File: src/rtl/spec_thread_seq.sv
module spec_thread_seq #(
  parameter int NCPU     = 4,
  parameter int NDESC    = 8,
  parameter int AW       = 16,
  parameter int REGW     = 8,
  parameter int CLINES   = 4,
  parameter int MISS_LAT = 4,
  parameter logic [AW-1:0] SP_TOP    = 16'hF000,
  parameter logic [AW-1:0] SP_STRIDE = 16'h0400,
  localparam int CW = $clog2(NCPU),
  localparam int IW = $clog2(NDESC),
  localparam int DW = 1 + REGW + 2*IW + AW
) (
  input  logic            clk,
  input  logic            rst_n,
  output logic [IW-1:0]   desc_rd_idx,
  input  logic [DW-1:0]   desc_rd_data,
  output logic            disp_valid,
  output logic [CW-1:0]   disp_cpu,
  output logic [IW-1:0]   disp_id,
  output logic [AW-1:0]   disp_pc,
  output logic [AW-1:0]   disp_sp,
  output logic [REGW-1:0] disp_deps,
  output logic            disp_mode,
  input  logic            cpl_valid,
  input  logic [CW-1:0]   cpl_cpu,
  input  logic [IW-1:0]   cpl_next,
  input  logic            sq_valid,
  input  logic [CW-1:0]   sq_cpu,
  output logic            commit_valid,
  output logic [IW-1:0]   commit_id,
  output logic [NCPU-1:0] kill_mask
);
  localparam int LW = $clog2(CLINES);
  localparam int MW = $clog2(MISS_LAT + 1);

  logic [DW-1:0]   c_data [CLINES];
  logic [IW-1:0]   c_tag  [CLINES];
  logic [CLINES-1:0] c_vld;
  logic [1:0]      ctr [NDESC];
  logic [IW-1:0]   e_id [NCPU], e_pred [NCPU], e_s0 [NCPU], e_s1 [NCPU];
  logic [CW-1:0]   e_cpu [NCPU];
  logic [IW-1:0]   cnext [NCPU];
  logic [CW-1:0]   head;
  logic [CW:0]     cnt;
  logic [NCPU-1:0] busy, cdone;
  logic [IW-1:0]   next_id;
  logic            mode_cur;
  logic [MW-1:0]   mcnt;

  wire [LW-1:0]   lidx   = next_id[LW-1:0];
  wire            hit    = c_vld[lidx] && (c_tag[lidx] == next_id);
  wire [DW-1:0]   d      = c_data[lidx];
  wire [IW-1:0]   d_s0   = d[AW +: IW];
  wire [IW-1:0]   d_s1   = d[AW+IW +: IW];
  wire            d_mode = d[DW-1];
  wire [IW-1:0]   pred   = ctr[next_id][1] ? d_s1 : d_s0;
  wire [CW-1:0]   hcpu   = e_cpu[head];
  wire [IW-1:0]   actual = cnext[hcpu];

  logic          free_ok, sq_hit;
  logic [CW-1:0] free_cpu, sq_pos;

  always_comb begin
    free_ok  = 1'b0;
    free_cpu = '0;
    for (int i = NCPU-1; i >= 0; i--)
      if (!busy[i]) begin
        free_ok  = 1'b1;
        free_cpu = CW'(i);
      end
    sq_hit = 1'b0;
    sq_pos = '0;
    for (int i = 0; i < NCPU; i++)
      if (sq_valid && ((CW+1)'(i) < cnt) && (e_cpu[CW'(head + CW'(i))] == sq_cpu)) begin
        sq_hit = 1'b1;
        sq_pos = CW'(i);
      end
  end

  wire do_commit = (cnt != '0) && cdone[hcpu] && !sq_hit;
  wire mispred   = do_commit && (actual != e_pred[head]);
  wire redirect  = sq_hit || mispred;
  wire mode_blk  = (d_mode != mode_cur) && (cnt != '0);
  wire do_disp   = hit && !mode_blk && (cnt < (CW+1)'(NCPU)) && free_ok && !redirect;

  always_comb begin
    kill_mask = '0;
    for (int i = 0; i < NCPU; i++)
      if (((CW+1)'(i) < cnt) &&
          ((sq_hit && (CW'(i) >= sq_pos)) || (mispred && i >= 1)))
        kill_mask[e_cpu[CW'(head + CW'(i))]] = 1'b1;
  end

  assign desc_rd_idx  = next_id;
  assign disp_valid   = do_disp;
  assign disp_cpu     = free_cpu;
  assign disp_id      = next_id;
  assign disp_pc      = d[AW-1:0];
  assign disp_sp      = SP_TOP - AW'(free_cpu) * SP_STRIDE;
  assign disp_deps    = d[AW+2*IW +: REGW];
  assign disp_mode    = d_mode;
  assign commit_valid = do_commit;
  assign commit_id    = e_id[head];

  always_ff @(posedge clk or negedge rst_n) begin
    if (!rst_n) begin
      c_vld    <= '0;
      busy     <= '0;
      cdone    <= '0;
      head     <= '0;
      cnt      <= '0;
      next_id  <= '0;
      mode_cur <= 1'b0;
      mcnt     <= '0;
      for (int i = 0; i < CLINES; i++) begin
        c_data[i] <= '0;
        c_tag[i]  <= '0;
      end
      for (int i = 0; i < NDESC; i++) ctr[i] <= 2'd1;
      for (int i = 0; i < NCPU; i++) begin
        e_id[i] <= '0; e_pred[i] <= '0; e_s0[i] <= '0; e_s1[i] <= '0;
        e_cpu[i] <= '0; cnext[i] <= '0;
      end
    end else begin
      if (!hit && !redirect) begin
        if (mcnt == MW'(MISS_LAT - 1)) begin
          mcnt         <= '0;
          c_vld[lidx]  <= 1'b1;
          c_tag[lidx]  <= next_id;
          c_data[lidx] <= desc_rd_data;
        end else
          mcnt <= mcnt + MW'(1);
      end else
        mcnt <= '0;

      if (cpl_valid && busy[cpl_cpu]) begin
        cdone[cpl_cpu] <= 1'b1;
        cnext[cpl_cpu] <= cpl_next;
      end

      if (do_commit) begin
        head        <= head + CW'(1);
        busy[hcpu]  <= 1'b0;
        cdone[hcpu] <= 1'b0;
        if (actual == e_s1[head]) begin
          if (ctr[e_id[head]] != 2'd3) ctr[e_id[head]] <= ctr[e_id[head]] + 2'd1;
        end else if (actual == e_s0[head]) begin
          if (ctr[e_id[head]] != 2'd0) ctr[e_id[head]] <= ctr[e_id[head]] - 2'd1;
        end
      end

      for (int i = 0; i < NCPU; i++)
        if (kill_mask[i]) begin
          busy[i]  <= 1'b0;
          cdone[i] <= 1'b0;
        end

      if (sq_hit) begin
        cnt     <= {1'b0, sq_pos};
        next_id <= e_id[CW'(head + sq_pos)];
      end else if (mispred) begin
        cnt     <= '0;
        next_id <= actual;
      end else begin
        cnt <= cnt + (CW+1)'(do_disp) - (CW+1)'(do_commit);
        if (do_disp) begin
          next_id  <= pred;
          mode_cur <= d_mode;
          busy[free_cpu] <= 1'b1;
          e_id  [CW'(head + cnt[CW-1:0])] <= next_id;
          e_pred[CW'(head + cnt[CW-1:0])] <= pred;
          e_s0  [CW'(head + cnt[CW-1:0])] <= d_s0;
          e_s1  [CW'(head + cnt[CW-1:0])] <= d_s1;
          e_cpu [CW'(head + cnt[CW-1:0])] <= free_cpu;
        end
      end
    end
  end
endmodule

File: config.mk
export PLATFORM = sky130hd
export DESIGN_NAME = spec_thread_seq
export DESIGN_NICKNAME = d
export VERILOG_FILES = /design/src/rtl/spec_thread_seq.sv
export SDC_FILE = /design/constraint.sdc
export NUM_CORES = 1
export LEC_CHECK = 0
export BUFFER_PORTS_ARGS = -buffer_cell sky130_fd_sc_hd__buf_2
export CORE_MARGIN = 2
export CORE_UTILIZATION = 60
export CTS_CLUSTER_DIAMETER = 50
export DETAILED_ROUTE_END_ITERATION = 12
export GPL_TIMING_DRIVEN = 0
export HOLD_SLACK_MARGIN = 0.05
export PLACE_DENSITY = 0.79
export SETUP_SLACK_MARGIN = 0.05
export SLEW_MARGIN = 20
export SYNTH_ARGS = -nofsm -noshare
export SYNTH_HDL_FRONTEND = slang
export SYNTH_SLANG_ARGS = --single-unit
File: constraint.sdc
create_clock -name clk -period 7.9 [get_ports clk]
set_input_delay 0.395 -clock clk [delete_from_list [all_inputs] [get_ports clk]]
set_output_delay 0.395 -clock clk [all_outputs]
set_load 0.01 [all_outputs]
==> run_results.csv <==
group,metric,value,unit
setup_path,r2r_end,"ctr[15]$_DFFE_PN0P_",
setup_path,cp_cell_sequence,"buf_4, clkbuf_1, buf_1, mux4_2, buf_2, mux2i_1, nand2_1, o21ai_0, nand2_1, o221ai_1, ha_1, or4_1, mux2i_4, nand4b_1, mux2_2",
global_route,grt_max_degree,102,
cts,cts_tree,"yes",
sta,slew-limit-headroom,36.9,%
sta,worst_slew_pin_slew,933,ps
global_route,grt_pass1_vias,7906,
setup_path,arrival,5280,ps
die,row_count,52,
power,finalPower,6170,uW
die,ios,100,
setup_path,r2r_cells,15,
cells_and_area,areaGrowthSynthToFinish,14.2,%
min_path,min_delay_worst_endpoint,"c_data[114]$_DFFE_PN0P_",
die,die-area,21700,um2
setup_path,start_kind,"flop",
job,cap_violations,0,
route,post_drt_wl_per_cell,19.8,um
cells_and_area,final_common_cell,"dfrtp_1",
cts,cts_buffers,27,
setup_path,timing.rr.start,"head[1]$_DFFE_PN0N_",
setup_path,cpMaxStageDelayCell,"buf_1",
sta,finalCriticalPeriod,4870,ps
cells_and_area,layout_common_cells,"dfrtp_1, mux2_2, buf_2, mux4_2, buf_4",
cts,cts_setup_buffers,0,
global_route,grt_pass1_wl,42000,um
logic_synthesis,postSynthAreaPerCell,14.3,um2
sta,tns,0,ps
min_path,hold_class,"input port to flop",
sta,skew,9.87,ps
setup_path,worstSetupStartpoint,"head[1]$_DFFE_PN0N_",
cts,cts_max_level,1,
sta,finalHoldViolations,0,
cts,clockRootBuffer,"clkbuf_16",
min_path,min_path_cells,2,
cts,insertion_delay,520,ps
route,via_per_inst,5.87,
cells_and_area,fin_nets,1047,
outcome,status,"complete, no violations",
sta,rsz0062_at_grt,"no",
setup_path,critPathRequiredTime,8310,ps
route,drc_errors,0,
cells_and_area,drive_gt1_share,47.0,%
power,vdd_drop_max,0.262,mV
cts,ctsResizeCount,0,
placement,gp_congestion,0.915,
route,drt_wl_total,25300,um
setup_path,r2r_slack,3030,ps
route,firstDrtPassIters,5,
global_route,grt_antenna_before_repair,0,
cts,cts_max_path_buffers,3,
die,fp.dieW,147,um
setup_path,critPathMaxFanout,10,
die,coreArea,20200,um2
sta,slew_viol_final,0,
logic_synthesis,synth_edf_count,0,
setup_path,path_class,"flop to flop",
logic_synthesis,yosys_warnings,0,
logic_synthesis,synth.cell_area,12300,um2
cells_and_area,diodes,0,
sta,fmax,205,MHz
setup_path,critPathMaxStageDelay,600,ps
die,initial_core_util,61.1,%
power,power_density,439,nW/um2
logic_synthesis,syn_inst,864,
setup_path,cpMostUsedCell,"nand2_1",
cts,cts_hold_buf,1,
global_route,overflow,0,
die,die_h,147,um
placement,dp_hpwl,17200,um
min_path,worstHoldStart,"desc_rd_data[21]",
cts,clk_pin_slew,60,ps
logic_synthesis,synth_ff_type,"dfrtp_1",
global_route,grt_usage,24.3,%
logic_synthesis,ys_types,61,
route,drt-initial-drc-count,353,
sta,fin_crit_sh,61.7,%
power,leakagePower,0.00656,uW
logic_synthesis,synth_seq_cells,244,
route,vias,7484,
logic_synthesis,synth-async-reset-ratio,100,%
setup_path,endpoint_kind,"flop",
sta,setup_violations,0,
route,detail-route-antenna-nets,0,
logic_synthesis,seq_area_frac_synth,49.7,%
cts,cts_sinks,244,
placement,port_buffers,84,
==> worst max-delay path: cells and delay by family (launching register included) <==
kind	cells	cell delay, ps
buf+inv	4	1530
mux	4	1190
simple gates	4	980
compound gates	2	430
flops	1	320
fa+ha+maj	1	320
==> state kept, by name (all words and copies together) (netlist names), 2 cells and up, named ones only <==
name / cells
c_data: 124
c_tag: 12
cnext: 12
e_id: 12
e_pred: 12
e_s0: 12
e_s1: 12
ctr: 8
e_cpu: 8
busy: 4
c_vld: 4
cdone: 4
cnt: 3
desc_rd_idx: 3
mcnt: 3
head: 2
==> worst max path at each step <==
stage | to | slack [ps]
floorplan | ctr[11]$_DFFE_PN0P_ | 3880
global placement | c_data[14]$_DFFE_PN0P_ | 2120
detailed placement | ctr[15]$_DFFE_PN0P_ | 3070
CTS | ctr[15]$_DFFE_PN0P_ | 3040
global route | ctr[15]$_DFFE_PN0P_ | 2720
finish | ctr[15]$_DFFE_PN0P_ | 3030
==> Yosys cell counts (all sizes together), types with 11 or more instances <==
cell	number	area, um2
mux4	58	1310
inv	21	78.8
xnor2	21	199
ha	13	163
nand4	11	68.8
nand2	21	78.8
clkbuf	15	56.3
dfrtp	236	5910
mux2	221	2530
buf	72	528
nor3	16	80.1
o21ai	14	70.1
nor2	16	62.6
mux2i	19	210
==> where the power goes <==
part           internal [uW]  leakage (uW)  total [uW]  switching, uW
Combinational           1470       0.00294        2970           1490
Sequential              1710       0.00318        1970            259
Clock                    750      0.000431        1230            479
Total                   3940       0.00656        6170           2230
==> layout make-up <==
type / count / area, um2
sequential: 244 / 6120
fill: 1410 / 6110
multi-input combinational: 522 / 5580
clock buffer: 37 / 783
buffer: 87 / 584
timing repair buffer: 87 / 495
tap: 270 / 338
clock inverter: 6 / 87.6
inverter: 22 / 82.6
==> routing by layer <==
metal  share of wire [%]  wire length [um]  global-route usage, %
met1                  43             10800                   32.6
met2                  50             12700                   41.4
met3                 4.7              1180                   3.94
met4                 2.3               586                   7.26
met5                   0                 0                      0
==> cell families after synthesis <==
logic type	after synthesis	share of synthesized area, %
and+or+nand+nor	122	5.77
muxes	298	32.8
buffers and inverters	109	5.41
DFF	244	49.7
other	2	0.0610
adders and majority gates	14	1.48
xor gates and xnor gates	27	2.04
AOI/OAI and AO/OA	48	2.75
==> per-stage QoR <==
step,std cells,hold WS (ps),area [um2],utilization (%),setup WS [ps]
6_report,1275,134,14100,69.7,3030
5_1_grt,1275,128,14100,69.7,2720
4_1_cts,1275,116,14100,69.7,3040
3_5_place_dp,1231,352,13200,65.4,3070
3_3_place_gp,1229,431,13100,65.0,2120
2_1_floorplan,875,99.4,12400,-,3880
Power figures use the tool's default switching activity.
